**src/rtl/lane_mask_pkg.sv**
```systemverilog
`timescale 1ns/1ps
package lane_mask_pkg;
  // Codes naming how many beats were finished before resumption
  typedef enum logic [3:0] {
    BEAT_NONE   = 4'd0,
    BEAT_ONE    = 4'd1,
    BEAT_TWO    = 4'd2,
    BEAT_THREE  = 4'd4,
    BEAT_THREEP = 4'd5
  } beat_code_e;

  // Beats already done for a code; legal is cleared for unknown codes
  function automatic logic [2:0] beats_done(input logic [3:0] code,
                                            output logic legal);
    legal = 1'b1;
    case (code)
      BEAT_NONE:               beats_done = 3'd0;
      BEAT_ONE:                beats_done = 3'd1;
      BEAT_TWO:                beats_done = 3'd2;
      BEAT_THREE, BEAT_THREEP: beats_done = 3'd3;
      default: begin
        beats_done = 3'd0;
        legal      = 1'b0;
      end
    endcase
  endfunction
endpackage

```
**src/rtl/pred_stage.sv**
```systemverilog
`timescale 1ns/1ps
module pred_stage #(
  parameter int LANES = 16,
  parameter int FLD_W = 4,
  localparam int HALF = LANES / 2,
  localparam int PW   = LANES + 2 * FLD_W
) (
  input  logic [PW-1:0]    pred_reg,
  output logic [LANES-1:0] mask_o
);
  // Each half of the lane predicate is forced active when its field is empty
  for (genvar h = 0; h < 2; h++) begin : g_half
    logic off;
    assign off = (pred_reg[LANES + h*FLD_W +: FLD_W] == '0);
    assign mask_o[h*HALF +: HALF] = off ? {HALF{1'b1}} : pred_reg[h*HALF +: HALF];
  end
endmodule

```
**src/rtl/tail_stage.sv**
```systemverilog
`timescale 1ns/1ps
module tail_stage #(
  parameter int LANES = 16,
  parameter int CNT_W = 32,
  localparam int LOG_L = $clog2(LANES),
  localparam int SZ_W  = $clog2(LOG_L) + 1,
  localparam int LEN_W = LOG_L + 1
) (
  input  logic [LANES-1:0] mask_i,
  input  logic [SZ_W-1:0]  tail_size,
  input  logic [CNT_W-1:0] loop_cnt,
  output logic [LANES-1:0] mask_o
);
  logic             size_ok;
  logic [CNT_W-1:0] limit;
  logic             active;
  logic [LEN_W-1:0] keep_len;
  logic [LANES-1:0] keep;

  assign size_ok  = (tail_size < SZ_W'(LOG_L));
  assign limit    = size_ok ? (CNT_W'(1) << (SZ_W'(LOG_L) - tail_size)) : '0;
  assign active   = size_ok && (loop_cnt <= limit);
  // Under active trimming the count fits LEN_W bits and the length is <= LANES
  assign keep_len = loop_cnt[LEN_W-1:0] << tail_size;

  for (genvar i = 0; i < LANES; i++) begin : g_keep
    assign keep[i] = (LEN_W'(i) < keep_len);
  end

  assign mask_o = active ? (mask_i & keep) : mask_i;
endmodule

```
**src/rtl/beat_stage.sv**
```systemverilog
`timescale 1ns/1ps
module beat_stage
  import lane_mask_pkg::*;
#(
  parameter int LANES = 16,
  parameter int BEATS = 4,
  localparam int BEAT_L = LANES / BEATS
) (
  input  logic [LANES-1:0] mask_i,
  input  logic [3:0]       cond_lo,
  input  logic [3:0]       beat_code,
  output logic [LANES-1:0] mask_o,
  output logic             bad_o
);
  logic       enable;
  logic       legal;
  logic [2:0] done;

  always_comb begin
    done = beats_done(beat_code, legal);
  end

  assign enable = (cond_lo == 4'd0);
  assign bad_o  = enable && !legal;

  for (genvar b = 0; b < BEATS; b++) begin : g_beat
    logic clr;
    assign clr = enable && (3'(b) < done);
    assign mask_o[b*BEAT_L +: BEAT_L] = clr ? '0 : mask_i[b*BEAT_L +: BEAT_L];
  end
endmodule

```
**src/rtl/lane_mask_gen.sv**
```systemverilog
`timescale 1ns/1ps
module lane_mask_gen #(
  parameter int LANES = 16,
  parameter int FLD_W = 4,
  parameter int CNT_W = 32,
  parameter int BEATS = 4,
  localparam int PW     = LANES + 2 * FLD_W,
  localparam int LOG_L  = $clog2(LANES),
  localparam int SZ_W   = $clog2(LOG_L) + 1,
  localparam int BEAT_L = LANES / BEATS
) (
  input  logic             clk,
  input  logic             rst,
  input  logic [PW-1:0]    pred_reg,
  input  logic [SZ_W-1:0]  tail_size,
  input  logic [CNT_W-1:0] loop_cnt,
  input  logic [3:0]       cond_lo,
  input  logic [3:0]       beat_code,
  output logic [LANES-1:0] lane_en,
  output logic             bad_beat
);
  logic [LANES-1:0] m_pred, m_tail, m_beat;
  logic             bad_d;

  pred_stage #(.LANES(LANES), .FLD_W(FLD_W)) u_pred (
    .pred_reg (pred_reg),
    .mask_o   (m_pred)
  );

  tail_stage #(.LANES(LANES), .CNT_W(CNT_W)) u_tail (
    .mask_i    (m_pred),
    .tail_size (tail_size),
    .loop_cnt  (loop_cnt),
    .mask_o    (m_tail)
  );

  beat_stage #(.LANES(LANES), .BEATS(BEATS)) u_beat (
    .mask_i    (m_tail),
    .cond_lo   (cond_lo),
    .beat_code (beat_code),
    .mask_o    (m_beat),
    .bad_o     (bad_d)
  );

  always_ff @(posedge clk) begin
    if (rst) begin
      lane_en  <= '0;
      bad_beat <= 1'b0;
    end else begin
      lane_en  <= m_beat;
      bad_beat <= bad_d;
    end
  end


  reset_clear_chk: assert property (@(posedge clk)
    $past(rst) |-> (lane_en == '0 && !bad_beat));


  beat_one_chk: assert property (@(posedge clk) disable iff (rst)
    (!$past(rst) && $past(cond_lo) == 4'd0 && $past(beat_code) == 4'd1)
      |-> lane_en[BEAT_L-1:0] == '0);


  beat_two_chk: assert property (@(posedge clk) disable iff (rst)
    (!$past(rst) && $past(cond_lo) == 4'd0 && $past(beat_code) == 4'd2)
      |-> lane_en[2*BEAT_L-1:0] == '0);


  beat_three_chk: assert property (@(posedge clk) disable iff (rst)
    (!$past(rst) && $past(cond_lo) == 4'd0
     && ($past(beat_code) == 4'd4 || $past(beat_code) == 4'd5))
      |-> lane_en[3*BEAT_L-1:0] == '0);


  tail_zero_chk: assert property (@(posedge clk) disable iff (rst)
    (!$past(rst) && $past(tail_size) < SZ_W'(LOG_L) && $past(loop_cnt) == '0)
      |-> lane_en == '0);


  bad_source_chk: assert property (@(posedge clk) disable iff (rst)
    bad_beat |-> ($past(cond_lo) == 4'd0 && $past(beat_code) != 4'd0
                  && $past(beat_code) != 4'd1 && $past(beat_code) != 4'd2
                  && $past(beat_code) != 4'd4 && $past(beat_code) != 4'd5));
endmodule

```
**config.mk**
```make
export PLATFORM = sky130hd
export DESIGN_NAME = lane_mask_gen
export DESIGN_NICKNAME = d
export VERILOG_FILES = /design/src/rtl/lane_mask_pkg.sv /design/src/rtl/pred_stage.sv /design/src/rtl/tail_stage.sv /design/src/rtl/beat_stage.sv /design/src/rtl/lane_mask_gen.sv
export SDC_FILE = /design/constraint.sdc
export NUM_CORES = 1
export LEC_CHECK = 0
export ABC_AREA = 1
export BUFFER_PORTS_ARGS = -buffer_cell sky130_fd_sc_hd__buf_2
export CAP_MARGIN = 25
export CORE_UTILIZATION = 47
export DETAILED_ROUTE_END_ITERATION = 12
export PLACE_DENSITY = 0.86
export SETUP_SLACK_MARGIN = 0.05
export SLEW_MARGIN = 20
export SYNTH_ARGS = -nofsm -noshare
export SYNTH_HDL_FRONTEND = slang
export SYNTH_SLANG_ARGS = --single-unit
```
**constraint.sdc**
```tcl
create_clock -name clk -period 5.8 [get_ports clk]
set_input_delay 1.16 -clock clk [delete_from_list [all_inputs] [get_ports clk]]
set_output_delay 1.16 -clock clk [all_outputs]
set_load 0.02 [all_outputs]
```
[Yosys cells after proc, flatten, opt, wreduce, memory -nomap -nowiden]
Index checks and enable logic that the tools add are counted.
Operators by class
  add/sub/neg operators: 1
  multiply operators: 0
  divide/modulo/power cells: 0
  magnitude comparators: 22
  equality and inequality tests: 4
  shifts and indexed selects: 2
  muxes and demuxes: 6
  bitwise logic cells: 1
  reduce and logical (&&, ||, !) cells: 17
Operators with widths (number)
  < comparator 4 x 5 -> 1 bit, first input constant: 8
  <= comparator 32 bit: 1
  two-way mux 32 bit: 1
  << shifter 1 x 3 -> 32 bit, first input constant: 1
  < comparator 3 x 5 -> 1 bit, first input constant: 4
  bitwise AND 16 bit: 1
  zero test 4 bit: 4
  two-way mux 16 bit: 1
  two-way mux 8 bit: 2
  < comparator 1 x 5 -> 1 bit, first input constant: 2
  < comparator 2 x 5 -> 1 bit, first input constant: 2
  OR reduction 2 bit: 5
  equality test 4 x 3 -> 1 bit, second input constant: 2
  logical AND 1 bit: 6
  one-hot mux 2 bit (3 select lines): 1
  OR reduction 5 bit: 1
  << shifter 5 x 3 -> 5 bit: 1
  equality test 4 x 1 -> 1 bit, second input constant: 1
  equality test 4 x 2 -> 1 bit, second input constant: 1
  < comparator 1 x 2 -> 1 bit, first input constant: 2
  < comparator 2 bit, first input constant: 2
  < comparator 3 bit, second input constant: 1
  subtractor 3 bit, first input constant: 1
  zero test 1 bit: 1
  two-way mux 1 bit: 1
Word-level totals
  flip-flop bits (word level): 17
  latch bits: 0
  RAM bits: 0
  memory bits (read-only): 0
  bits of input ports: 69
  output and inout port bits: 17
  logic and storage cells: 58
  memories: 0

[Longest topological paths before layout]
  word-level depth: 6
  mapped depth: 20
  depth with buffers taken out: 19

[Hierarchy]
From an unflattened synthesis, not the netlist that was laid out.
Unflattened totals
  cells, all modules: 321
  area, all modules: 1861.8 µm²
Modules (own cells, without submodules)
  tail_stage: times used 1, cells each 180, area each 963.4 µm², sequential area each 0.0 µm²
  lane_mask_gen: times used 1, cells each 53, area each 494.2 µm², sequential area each 340.3 µm²
  beat_stage: times used 1, cells each 50, area each 256.5 µm², sequential area each 0.0 µm²
  pred_stage: times used 1, cells each 38, area each 147.6 µm², sequential area each 0.0 µm²

[Least setup slack after synthesis]
Ideal clock, no wire load.
  path kind: input-to-reg
  from: input tail_size[0]
  to: register lane_en[4]
  library setup time: 115 ps
  data arrival time: 2989 ps
  required time: 5685 ps
  slack: 2696 ps
  stages on the path: 18
  buffers on the path: 1
  path through: buf_6 -> nor2_4 -> ha_1 -> inv_1 -> nor2_1 -> nand2_1 -> ha_1 -> nand2_1 -> inv_1 -> nand2_1 -> nand2_1 -> nor2_1 -> nand2_1 -> nand2_1 -> nand2_4 -> inv_4 -> nand3_1 -> and2_1
On the way
  cells in the longest elaborated chain, start to end: 6
  elaborated cells between the ends (all ways): 10
  classes of those cells: add/sub: 1; order compare: 3; shift: 2; mux: 2; bitwise: 1; reduce/logical: 1
RTL lines
  start, declared: RTL line lane_mask_gen.sv:15  | input logic [SZ_W-1:0] tail_size,
  subtractor 3 bit: RTL line tail_stage.sv:21  | assign limit = size_ok ? (CNT_W'(1) << (SZ_W'(LOG_L) - tail_size)) : '0;
  << shifter 1 x 3 -> 32 bit: RTL line tail_stage.sv:21
  two-way mux 32 bit: RTL line tail_stage.sv:21
  <= comparator 32 bit: RTL line tail_stage.sv:22  | assign active = size_ok && (loop_cnt <= limit);
  logical AND 1 bit: RTL line tail_stage.sv:22
  two-way mux 16 bit (*): RTL line tail_stage.sv:30  | assign mask_o = active ? (mask_i & keep) : mask_i;
  end signal, assigned: RTL line lane_mask_gen.sv:50  | lane_en <= m_beat;
  end, declared: RTL line lane_mask_gen.sv:19  | output logic [LANES-1:0] lane_en,
Mark *: on every way between the ends. The rest lies on a longest branch, timed or not.
A chain may end at the register's enable or synchronous reset.

[Worst setup path in the final report]
Ends and elaborated chain as after synthesis.

==> summary.md <==
| Metric | Value |
|---|---|
| Largest net degree at the start of global routing | `10` |
| Seq/Total Area, Yosys | `0.235` |
| HP Class | `in -> reg` |
| Clock-pin slew on the worst setup and hold paths | `0.09 ns` |
| Via-to-Cell Ratio | `4.75` |
| Row cnt | `19` |
| Layout cells sized above 1 | `0.350` |
| Pleak | `0.00114 uW` |
| Netlist Area Pre-Place | `0.00145 sq mm` |
| FMAX | `325 MHz` |
| Syn Inst Count | `236` |
| Fin cells | `354` |
| Synthesized net count | `314` |
| Yosys warns | `0` |
| Failing checks | `DRC` |
| Initial Util | `0.513` |
| CTS Buf Count | `3` |
| Critical-path maximum fanout | `8` |
| Max IR drop VDD | `91.5 uV` |
| Period utilization | `0.530` |
| First-pass GRT wire length | `5820 um` |
| Nets | `402` |
| Worst Hold Launch | `rst` |
| Critical path endpoint category | `flop` |
| Cell at the slowest stage of the critical path | `ha_1` |
| Initial antenna violation count | `0` |
| Period minus WS final | `3.08 ns` |
| Post-CTS setup buffer count | `0` |
| Slew @ Worst Pin | `0.569 ns` |
| Critical path depth | `18` |
| Top_reg_cell synth | `dfxtp_1` |
| Die area | `0.00331 sq mm` |
| # IOs | `86` |
| Final HPWL from detailed placement | `2990 um` |
| Hold-fix buffers, CTS | `0` |
| All-Layer GR Usage | `0.221` |
| Wire length per cell | `9.54 um` |
| Critical path class | `in -> reg` |
| Die Width | `57.5 um` |
| Slowest stage delay, CP | `0.29 ns` |
| Worst Path Buf+Inv | `3` |
| Drt initial violations | `41` |
| Diode count | `0` |
| P per Cell Area | `151 mW/mm^2` |
| RSZ-0062 raised after global routing | `no` |
| Routed Antenna Nets | `0` |
| Resized Gates After CTS | `0` |
| Drt pass-1 iters | `8` |
| Most common cell on crit path | `nand2_1` |
| Via count | `1682` |
| Commonest non-fill, non-tap cell in the layout | `buf_2` |
| CTS tree | `yes` |
| Clk buf depth | `2` |
| H-tree depth | `1` |
| Netlist cell types | `31` |
| Number of global-route vias before repair | `1601` |
| Max cap viols | `0` |
| Status | `finished, violations left` |
| Layout area overhead | `32.8%` |
| Clock root cell | `clkbuf_4` |
| Fillcell total | `271` |
| GRT overflow | `0` |
| #FFs+latches synth | `17` |
| PortBufs | `85` |
| Family with the most delay on the worst path | `simple AND/OR/NAND/NOR gates` |
| Clock sinks | `17` |
| Final hold vios | `0` |
| GPL Wtd Cong | `0.835` |
| Min-Delay Path Depth | `4` |
| Worst-path cell chain | `buf_2 -> nor2_4 -> ha_1 -> inv_1 -> nor2_1 -> nand2_1 -> ha_1 -> nand2_1 -> nand2_1 -> nand2_1 -> nand2_1 -> nor2_1 -> nand2_1 -> nand2_1 -> nand2_4 -> inv_4 -> nand3_1 -> and2_1` |
| CP Data Required Time | `5.99 ns` |
| CORE AREA | `0.00283 sq mm` |
| Placed cells | `350` |
| Worst Hold Endpoint | `lane_en[15]` |
| Die Ht | `57.5 um` |
| Slew headroom | `0.617` |
| DR DRC count | `5` |
| Fin. max-slew vios | `0` |
| Setup TNS | `0 ns` |
| CP Data Arrival Time | `3.27 ns` |
| Commonest cells after routing, fill and taps aside | `buf_2 (85), nand2_1 (63), nor2_1 (36)` |
| Final wirelength | `3380 um` |
| Post-synth EDFFs | `0` |
| Mean Syn Cell Area | `6.14 sq um` |
| Post-synth ARST share | `0` |
| Final setup fails | `0` |
| Critical Path Source Type | `input pin` |
## worst max path at each step
stage	endpoint	startpoint	slack, ns
after global placement	lane_en[4]	tail_size[0]	2.49
after floorplan	lane_en[4]	tail_size[0]	2.70
after detailed placement	lane_en[4]	tail_size[0]	2.42
after global routing	lane_en[4]	tail_size[0]	2.49
final	lane_en[4]	tail_size[0]	2.72
after CTS	lane_en[4]	tail_size[0]	2.72
## metrics by stage
step | hold WS [ns] | worst slack [ns] | instance area, sq um | total power [uW] | utilization
after global routing | 1.17 | 2.49 | 1930 | 309 | 0.681
after global placement | 1.45 | 2.49 | 1900 | 228 | 0.671
final | 1.13 | 2.72 | 1930 | 290 | 0.681
after floorplan | 1.32 | 2.70 | 1450 | 191 | -
after CTS | 1.14 | 2.72 | 1930 | 291 | 0.681
after detailed placement | 1.44 | 2.42 | 1900 | 231 | 0.671
## cell families after synthesis
| logic type | synth area share |
|---|---|
| buffers and inverters | 0.122 |
| AO/OA/AOI/OAI | 0.0984 |
| adder cells (fa/ha/maj) | 0.0777 |
| AND/OR/NAND/NOR | 0.468 |
| flip-flops | 0.235 |
## state kept, by name (all words and copies together), names as in the netlist
name / cells
lane_en: 16
bad_beat: 1
## power breakdown
part / total [uW] / switching, uW / internal [uW]
Sequential: 125 / 1.68 / 124
Clock: 62.5 / 35.7 / 26.8
Combinational: 102 / 59.8 / 42.7
## routing by layer
metal | wire length (um) | share of wire | track usage
met1 | 1380 | 0.41 | 0.227
met2 | 1770 | 0.52 | 0.442
met3 | 185 | 0.055 | 0.0363
met4 | 45 | 0.013 | 0.0767
met5 | 0 | 0 | 0
## synth_stat cells (2+ instances only)
library cell	number	area (sq um)
nor2_4	3	33.8
nand2_4	3	33.8
nor2_2	3	18.8
and2_1	4	25.0
nand3_1	11	55.1
inv_4	3	18.8
dfxtp_1	17	340
nand4_1	2	12.5
o21ai_1	4	20.0
nand2_2	4	25.0
ha_1	9	113
o21ai_0	7	35.0
nor3_1	2	10.0
nor2_1	36	135
a21oi_1	12	60.1
inv_1	35	131
inv_2	3	11.3
a31oi_1	3	18.8
nand2_1	63	236
## area by class of cell
| type | instances | area (sq um) | area share |
|---|---|---|---|
| tap | 31 | 38.8 | 0.0201 |
| clock buffer | 4 | 26.3 | 0.0136 |
| multi-input combinational | 176 | 933 | 0.485 |
| timing repair buffer | 85 | 425 | 0.221 |
| sequential | 17 | 340 | 0.177 |
| inverter | 41 | 161 | 0.0838 |
Power figures use the tool's default switching activity.
